--- config.mk ---
export PLATFORM = sky130hd
export DESIGN_NAME = dma_chsusp_ctl
export DESIGN_NICKNAME = d
export VERILOG_FILES = /design/src/rtl/dcc_pkg.sv /design/src/rtl/dcc_evt_decode.sv /design/src/rtl/dcc_chan_fsm.sv /design/src/rtl/dcc_irq_flags.sv /design/src/rtl/dma_chsusp_ctl.sv
export SDC_FILE = /design/constraint.sdc
export NUM_CORES = 1
export LEC_CHECK = 0
export BUFFER_PORTS_ARGS = -buffer_cell sky130_fd_sc_hd__buf_2
export CAP_MARGIN = 20
export CORE_MARGIN = 2
export CORE_UTILIZATION = 37
export DETAILED_ROUTE_END_ITERATION = 7
export PLACE_DENSITY = 0.74
export SLEW_MARGIN = 10
export SYNTH_ARGS = -nofsm -noshare
export SYNTH_HDL_FRONTEND = slang
export SYNTH_SLANG_ARGS = --single-unit
--- constraint.sdc ---
create_clock -name clk -period 1.3 [get_ports clk]
set_input_delay 0.13 -clock clk [delete_from_list [all_inputs] [get_ports clk]]
set_output_delay 0.13 -clock clk [all_outputs]
set_load 0.02 [all_outputs]
--- src/rtl/dcc_pkg.sv ---
package dcc_pkg;

  typedef enum logic [1:0] {
    CH_IDLE = 2'd0,
    CH_RUN  = 2'd1,
    CH_HALT = 2'd2
  } ch_state_e;

  // Event action codes; the numeric value is decoded by software setup
  localparam logic [2:0] EA_NONE   = 3'd0;
  localparam logic [2:0] EA_TRIG   = 3'd1;
  localparam logic [2:0] EA_CTRIG  = 3'd2;
  localparam logic [2:0] EA_CBLK   = 3'd3;
  localparam logic [2:0] EA_SUSP   = 3'd4;
  localparam logic [2:0] EA_RESUME = 3'd5;
  localparam logic [2:0] EA_SKIP   = 3'd6;

  localparam int FLAGS_W   = 3;
  localparam int FLAG_ERR  = 0;
  localparam int FLAG_DONE = 1;
  localparam int FLAG_SUSP = 2;

  typedef struct packed {
    logic trig_ev;
    logic susp_ev;
    logic res_ev;
    logic skip_ev;
    logic trig_gate;
    logic blk_gate;
  } evt_cmd_t;

  localparam evt_cmd_t EVT_QUIET = '{trig_ev: 1'b0, susp_ev: 1'b0, res_ev: 1'b0,
                                     skip_ev: 1'b0, trig_gate: 1'b1, blk_gate: 1'b1};

  function automatic evt_cmd_t decode_evt(input logic [2:0] act, input logic lvl);
    evt_cmd_t r;
    r.trig_ev   = lvl && (act == EA_TRIG);
    r.susp_ev   = lvl && (act == EA_SUSP);
    r.res_ev    = lvl && (act == EA_RESUME);
    r.skip_ev   = lvl && (act == EA_SKIP);
    r.trig_gate = (act != EA_CTRIG) || lvl;
    r.blk_gate  = (act != EA_CBLK) || lvl;
    return r;
  endfunction

  function automatic logic irq_any(input logic [FLAGS_W-1:0] f, input logic [FLAGS_W-1:0] m);
    return |(f & m);
  endfunction

  function automatic logic next_flag(input logic cur, input logic set, input logic clr);
    return set | (cur & ~clr);
  endfunction

endpackage

--- src/rtl/dcc_evt_decode.sv ---
module dcc_evt_decode
  import dcc_pkg::*;
#(
  parameter bit HAS_EVT = 1'b1
) (
  input  logic [2:0] act,
  input  logic       evt,
  output evt_cmd_t   cmd
);
  assign cmd = HAS_EVT ? decode_evt(act, evt) : EVT_QUIET;
endmodule

--- src/rtl/dcc_chan_fsm.sv ---
module dcc_chan_fsm
  import dcc_pkg::*;
(
  input  logic       clk,
  input  logic       rst_n,
  input  logic       cmd_start,
  input  logic       cmd_susp,
  input  logic       cmd_res,
  input  logic       cmd_abort,
  input  logic       cmd_trig,
  input  logic       ev_trig,
  input  logic       ev_susp,
  input  logic       ev_res,
  input  logic       ev_skip,
  input  logic       blk_end,
  input  logic [1:0] blk_act,
  input  logic       bus_err,
  input  logic       trig_ack,
  output ch_state_e  state,
  output logic       trig_pend,
  output logic       susp_enter,
  output logic       done_set,
  output logic       err_set
);
  ch_state_e nxt;
  logic      run, halt;
  logic      skip_pend;
  logic      blk_susp_req, skip_used, susp_req, res_req, err_hit;

  assign run          = (state == CH_RUN);
  assign halt         = (state == CH_HALT);
  assign blk_susp_req = run && blk_end && blk_act[1];
  assign skip_used    = blk_susp_req && skip_pend;
  assign susp_req     = run && (cmd_susp || ev_susp || (blk_susp_req && !skip_pend));
  assign res_req      = halt && (cmd_res || ev_res);
  assign err_hit      = run && bus_err && !cmd_abort;

  always_comb begin
    nxt = state;
    if (cmd_abort)    nxt = CH_IDLE;
    else if (err_hit) nxt = CH_IDLE;
    else begin
      case (state)
        CH_IDLE: if (cmd_start) nxt = CH_RUN;
        CH_RUN:  if (susp_req)  nxt = CH_HALT;
        CH_HALT: if (res_req)   nxt = CH_RUN;
        default: nxt = CH_IDLE;
      endcase
    end
  end

  assign susp_enter = susp_req && !cmd_abort && !err_hit;
  assign done_set   = run && blk_end && blk_act[0] && !cmd_abort;
  assign err_set    = err_hit;

  always_ff @(posedge clk or negedge rst_n) begin
    if (!rst_n) begin
      state     <= CH_IDLE;
      skip_pend <= 1'b0;
      trig_pend <= 1'b0;
    end else begin
      state <= nxt;
      if (cmd_abort)      skip_pend <= 1'b0;
      else if (ev_skip)   skip_pend <= 1'b1;
      else if (skip_used) skip_pend <= 1'b0;
      if (cmd_abort)                trig_pend <= 1'b0;
      else if (cmd_trig || ev_trig) trig_pend <= 1'b1;
      else if (trig_ack)            trig_pend <= 1'b0;
    end
  end

  p_abort_idle_r6: assert property (@(posedge clk) disable iff (!rst_n)
    cmd_abort |=> (state == CH_IDLE && !trig_pend));

  p_err_idle_r2: assert property (@(posedge clk) disable iff (!rst_n)
    (state == CH_RUN && bus_err && !cmd_abort) |=> (state == CH_IDLE));

  p_skip_once_r5: assert property (@(posedge clk) disable iff (!rst_n)
    (state == CH_RUN && blk_end && blk_act[1] && skip_pend && !cmd_susp && !ev_susp
     && !cmd_abort && !bus_err && !ev_skip) |=> (state == CH_RUN && !skip_pend));

  p_halt_holds_r4: assert property (@(posedge clk) disable iff (!rst_n)
    (state == CH_HALT && !cmd_res && !ev_res && !cmd_abort) |=> (state == CH_HALT));

  p_ack_clears_r7: assert property (@(posedge clk) disable iff (!rst_n)
    (trig_ack && !cmd_trig && !ev_trig && !cmd_abort) |=> !trig_pend);
endmodule

--- src/rtl/dcc_irq_flags.sv ---
module dcc_irq_flags
  import dcc_pkg::*;
(
  input  logic               clk,
  input  logic               rst_n,
  input  logic [FLAGS_W-1:0] set,
  input  logic [FLAGS_W-1:0] clr,
  input  logic [FLAGS_W-1:0] mask,
  output logic [FLAGS_W-1:0] flags,
  output logic               irq
);
  always_ff @(posedge clk or negedge rst_n) begin
    if (!rst_n) flags <= '0;
    else
      for (int i = 0; i < FLAGS_W; i++)
        flags[i] <= next_flag(flags[i], set[i], clr[i]);
  end

  assign irq = irq_any(flags, mask);

  for (genvar i = 0; i < FLAGS_W; i++) begin : g_chk
    p_set_wins_r10: assert property (@(posedge clk) disable iff (!rst_n)
      set[i] |=> flags[i]);
    p_w1c_r10: assert property (@(posedge clk) disable iff (!rst_n)
      (clr[i] && !set[i]) |=> !flags[i]);
  end
endmodule

--- src/rtl/dma_chsusp_ctl.sv ---
module dma_chsusp_ctl
  import dcc_pkg::*;
#(
  parameter int NCH    = 6,
  parameter int EVT_CH = 4
) (
  input  logic                   clk,
  input  logic                   rst_n,
  input  logic [NCH-1:0]         cmd_start,
  input  logic [NCH-1:0]         cmd_suspend,
  input  logic [NCH-1:0]         cmd_resume,
  input  logic [NCH-1:0]         cmd_abort,
  input  logic [NCH-1:0]         cmd_trig,
  input  logic [NCH-1:0]         evt_in,
  input  logic [3*NCH-1:0]       evt_act,
  input  logic [NCH-1:0]         blk_end,
  input  logic [2*NCH-1:0]       blk_act,
  input  logic [NCH-1:0]         bus_err,
  input  logic [NCH-1:0]         trig_ack,
  input  logic [FLAGS_W*NCH-1:0] irq_mask,
  input  logic [FLAGS_W*NCH-1:0] flag_clr,
  output logic [NCH-1:0]         ch_active,
  output logic [NCH-1:0]         ch_suspended,
  output logic [NCH-1:0]         trig_req,
  output logic [NCH-1:0]         blk_allow,
  output logic [FLAGS_W*NCH-1:0] irq_flags,
  output logic [NCH-1:0]         irq
);
  for (genvar c = 0; c < NCH; c++) begin : g_ch
    evt_cmd_t  ev;
    ch_state_e st;
    logic      pend, s_enter, d_set, e_set;
    logic [FLAGS_W-1:0] set_vec;

    dcc_evt_decode #(.HAS_EVT(c < EVT_CH)) u_dec (
      .act (evt_act[3*c +: 3]),
      .evt (evt_in[c]),
      .cmd (ev)
    );

    dcc_chan_fsm u_fsm (
      .clk        (clk),
      .rst_n      (rst_n),
      .cmd_start  (cmd_start[c]),
      .cmd_susp   (cmd_suspend[c]),
      .cmd_res    (cmd_resume[c]),
      .cmd_abort  (cmd_abort[c]),
      .cmd_trig   (cmd_trig[c]),
      .ev_trig    (ev.trig_ev),
      .ev_susp    (ev.susp_ev),
      .ev_res     (ev.res_ev),
      .ev_skip    (ev.skip_ev),
      .blk_end    (blk_end[c]),
      .blk_act    (blk_act[2*c +: 2]),
      .bus_err    (bus_err[c]),
      .trig_ack   (trig_ack[c]),
      .state      (st),
      .trig_pend  (pend),
      .susp_enter (s_enter),
      .done_set   (d_set),
      .err_set    (e_set)
    );

    always_comb begin
      set_vec            = '0;
      set_vec[FLAG_ERR]  = e_set;
      set_vec[FLAG_DONE] = d_set;
      set_vec[FLAG_SUSP] = s_enter;
    end

    dcc_irq_flags u_flg (
      .clk   (clk),
      .rst_n (rst_n),
      .set   (set_vec),
      .clr   (flag_clr[FLAGS_W*c +: FLAGS_W]),
      .mask  (irq_mask[FLAGS_W*c +: FLAGS_W]),
      .flags (irq_flags[FLAGS_W*c +: FLAGS_W]),
      .irq   (irq[c])
    );

    assign ch_active[c]    = (st == CH_RUN);
    assign ch_suspended[c] = (st == CH_HALT);
    assign trig_req[c]     = pend && (st == CH_RUN) && ev.trig_gate;
    assign blk_allow[c]    = (st == CH_RUN) && ev.blk_gate;

    p_susp_flag_entry_r3: assert property (@(posedge clk) disable iff (!rst_n)
      $rose(irq_flags[FLAGS_W*c + FLAG_SUSP]) |-> ch_suspended[c]);
  end
endmodule

==> run summary <==
=====================================================================================
Vias ...................................................................         2567
Slowest stage cell on the critical path ................................ sky130_fd_sc_hd__dfrtp_1
WP buf/inv .............................................................            1
Port buffer count ......................................................          161
Horiz. Die Dim .........................................................      84.4 µm
Sum of routed wire length over all layers ..............................      6.74 mm
Transition time at the pin with the least slew margin ..................     0.474 ns
Worst vdd rail ir drop .................................................     0.472 mV
Number of antenna violations at the first check in global routing ......            0
Crit path required time ................................................      1.17 ns
Period Utilization, post-route .........................................         110%
Worst path max stage delay .............................................      0.40 ns
Met2 global-route usage ................................................        35.2%
Net count of the mapped netlist ........................................          384
Initial Utilization ....................................................        37.9%
Clock tree root buffer cell ............................................ sky130_fd_sc_hd__clkbuf_8
Number of maximum-capacitance constraint violations ....................            0
Post-detailed-route wirelength per cell ................................      13.2 µm
EDFF count, synth ......................................................            0
Total power per unit cell area .........................................   890 nW/µm²
Clock insertion delay at the later pin of the skew report ..............      0.28 ns
I/O pin cnt ............................................................          170
Unrepaired setup endpoints after global routing ........................          yes
Warnings, synthesis ....................................................            0
Share of post-route cells with drive strength above 1 ..................        51.0%
Clock sinks ............................................................           40
Slew Viols, Final ......................................................            0
Global-route usage over all layers .....................................        18.0%
Number of global-route vias before repair ..............................         2464
Type of the worst setup path ...........................................   reg -> out
Number of antenna repair diodes ........................................            0
Setup violations, final ................................................           12
Avg Synthesized Cell Area ..............................................     9.13 µm²
Status ................................................................. complete, but fails checks
Global routing met3 resource utilization ...............................        3.34%
Number of buffers between clock root and the deepest sink ..............            2
H-tree levels ..........................................................            2
Wire length of the first global-routing pass ...........................      10.6 mm
Highest-count cells in the layout ignoring fill and taps ............... sky130_fd_sc_hd__buf_2, sky130_fd_sc_hd__inv_1, sky130_fd_sc_hd__dfrtp_1
Crit end category ......................................................  output port
Total congestion overflow after global routing .........................            0
Area growth, synth to finish ...........................................        51.8%
Filler cells ...........................................................          577
Cell class contributing the biggest share of worst-path delay ..........   flip-flops
PnR Total Power ........................................................      3.23 mW
Worst-path cell chain .................................................. nand2b_4 > a311oi_2 > buf_4
Sequential element share of the synthesized area .......................        41.9%
Die height .............................................................      84.4 µm
Hold violation total from the final report .............................            0
Pin count of the biggest net entering global routing ...................           41
Count of state elements after synthesis ................................           40
Sequential cell area ...................................................     1000 µm²
Busiest metal layer after global routing ...............................         met2
Cell count after synthesis .............................................          262
Post-synth cell types ..................................................           42
Leakage power ..........................................................      1.99 nW
Hold Path Class ........................................................    in -> reg
Clock slew at reported path FFs ........................................      0.08 ns
Failing checks ......................................................... negative setup slack
Final period demand of the worst path ..................................      1.43 ns
Top fanout value on the critical path ..................................            4
HPWL after detailed placement ..........................................      5.04 mm
Synth async-reset ratio ................................................         100%
Mapped cell area .......................................................     2390 µm²
1st-pass router iterations .............................................            4
Area enclosed by the die boundary ......................................     7120 µm²
Final design utilization ...............................................        57.5%
Residual DRC ...........................................................            0
Antenna Violating Nets Remaining .......................................            0
Final worst hold slack .................................................    0.0184 ns
CTS tree ...............................................................          yes
Placement-stage worst setup slack ......................................    0.0105 ns
Number of nets in the final layout .....................................          554
Met1 Resource Use GR ...................................................        19.6%
Number of buffers created by CTS .......................................            5
Prevailing post-synth register cell .................................... sky130_fd_sc_hd__dfrtp_1
GP Congestion ..........................................................        0.818
First DRT Iteration DRCs ...............................................           87
Startpoint type of the worst setup path ................................         flop
Slew HR ................................................................        68.0%
Core Box Area ..........................................................     6310 µm²
Arrival time of data at the critical path endpoint .....................      1.30 ns
Most frequent standard cell in the layout excluding fill and tap cells . sky130_fd_sc_hd__buf_2
FMAX ...................................................................      699 MHz
Post-route setup slack .................................................    -0.130 ns
DR vias/cell ...........................................................         5.03
Final worst clock skew .................................................   0.00793 ns
Row count ..............................................................           29
Area occupied by multi-input gates .....................................     1130 µm²
=====================================================================================
[area by class of cell]
cell class / instances / area share [%]
clock buffers: 6 / 2.00
clock inverters: 2 / 0.966
inverters: 49 / 5.21
multi-input cells: 151 / 31.3
flip-flops and latches: 40 / 27.6
well taps: 77 / 2.66
repair buffers: 185 / 30.3
[worst paths after layout]
kind                            depth (start not counted)                      end               startpoint  slack (ns)
worst max-delay path                                    3              trig_req[0]   g_ch[0].u_fsm.state[1]       -0.13
worst min-delay path                                    2   g_ch[3].u_flg.flags[2]             flag_clr[11]        0.02
worst max register to register                          4   g_ch[0].u_fsm.state[0]   g_ch[0].u_fsm.state[1]       -0.03
worst min register to register                          2  g_ch[3].u_fsm.skip_pend  g_ch[3].u_fsm.skip_pend        0.53
max in group asynchronous                               3  g_ch[0].u_fsm.trig_pend                    rst_n        0.76
min in group asynchronous                               3   g_ch[4].u_fsm.state[1]                    rst_n        0.33
[cells in the mapped netlist (all sizes together), types with 4 or more instances]
master  count  area [µm²]
nand3b      4        30.0
nor2       21        78.8
or3         4        25.0
nor3        6        30.0
a311oi      4        35.0
nand4       4        25.0
a32o        5        50.1
dfrtp      40        1000
o21ai       7        35.0
a21oi      20         100
a22o        9        78.8
nand2       7        26.3
inv        49         184
o22ai       5        31.3
a222oi      6        60.1
nand2b      9        71.3
buf        22         173
[flip-flops by register name, summed over array words and instances, names as in the netlist]
name	flops
g_ch.u_fsm.state	12
g_ch.u_fsm.skip_pend	4
g_ch.u_flg.flags	18
g_ch.u_fsm.trig_pend	6
[timing repair]
item                       4_1_cts  5_1_grt
pin swaps                       14        9
setup buffers                   18        4
setup endpoints to repair       20       27
hold endpoints to repair        40        0
hold buffers                     1        0
resized for setup               23       31
cloned                           0        0
[worst reg2reg max path, stage by stage, from the launching register on]
cell and delay (ns):
sky130_fd_sc_hd__dfrtp_1 0.40, sky130_fd_sc_hd__nand2b_4 0.18, sky130_fd_sc_hd__buf_6 0.13, sky130_fd_sc_hd__o311a_4 0.31, sky130_fd_sc_hd__a22o_1 0.20
[routing by layer]
metal	part of all wire (%)	routed length (µm)
met4	1.3	89
met3	6.6	442
met2	54	3650
met5	0	0
met1	38	2560
[per-stage QoR]
step	TNS, ns	cells	cell area (µm²)
after floorplan	-0.000462	262	2410
after global placement	0	479	3160
after detailed placement	0	479	3160
after CTS	-0.550	506	3500
after global routing	-1.51	510	3630
final	-0.571	510	3630
[cell families (layout without fill, tap and decap cells)]
| logic type | count (synthesis) | in the layout | share of synthesized area (%) |
|---|---|---|---|
| flops | 40 | 40 | 41.9 |
| buf+inv | 71 | 242 | 14.9 |
| mux | 3 | 3 | 1.26 |
| simple gates | 77 | 77 | 19.3 |
| compound gates | 71 | 71 | 22.7 |
[report_power, final]
part           switching (mW)  total (mW)  internal [mW]
logic                   0.447       0.875          0.427
registers              0.0600        1.37           1.31
clock network           0.412       0.982          0.570
Power figures use the tool's default switching activity.
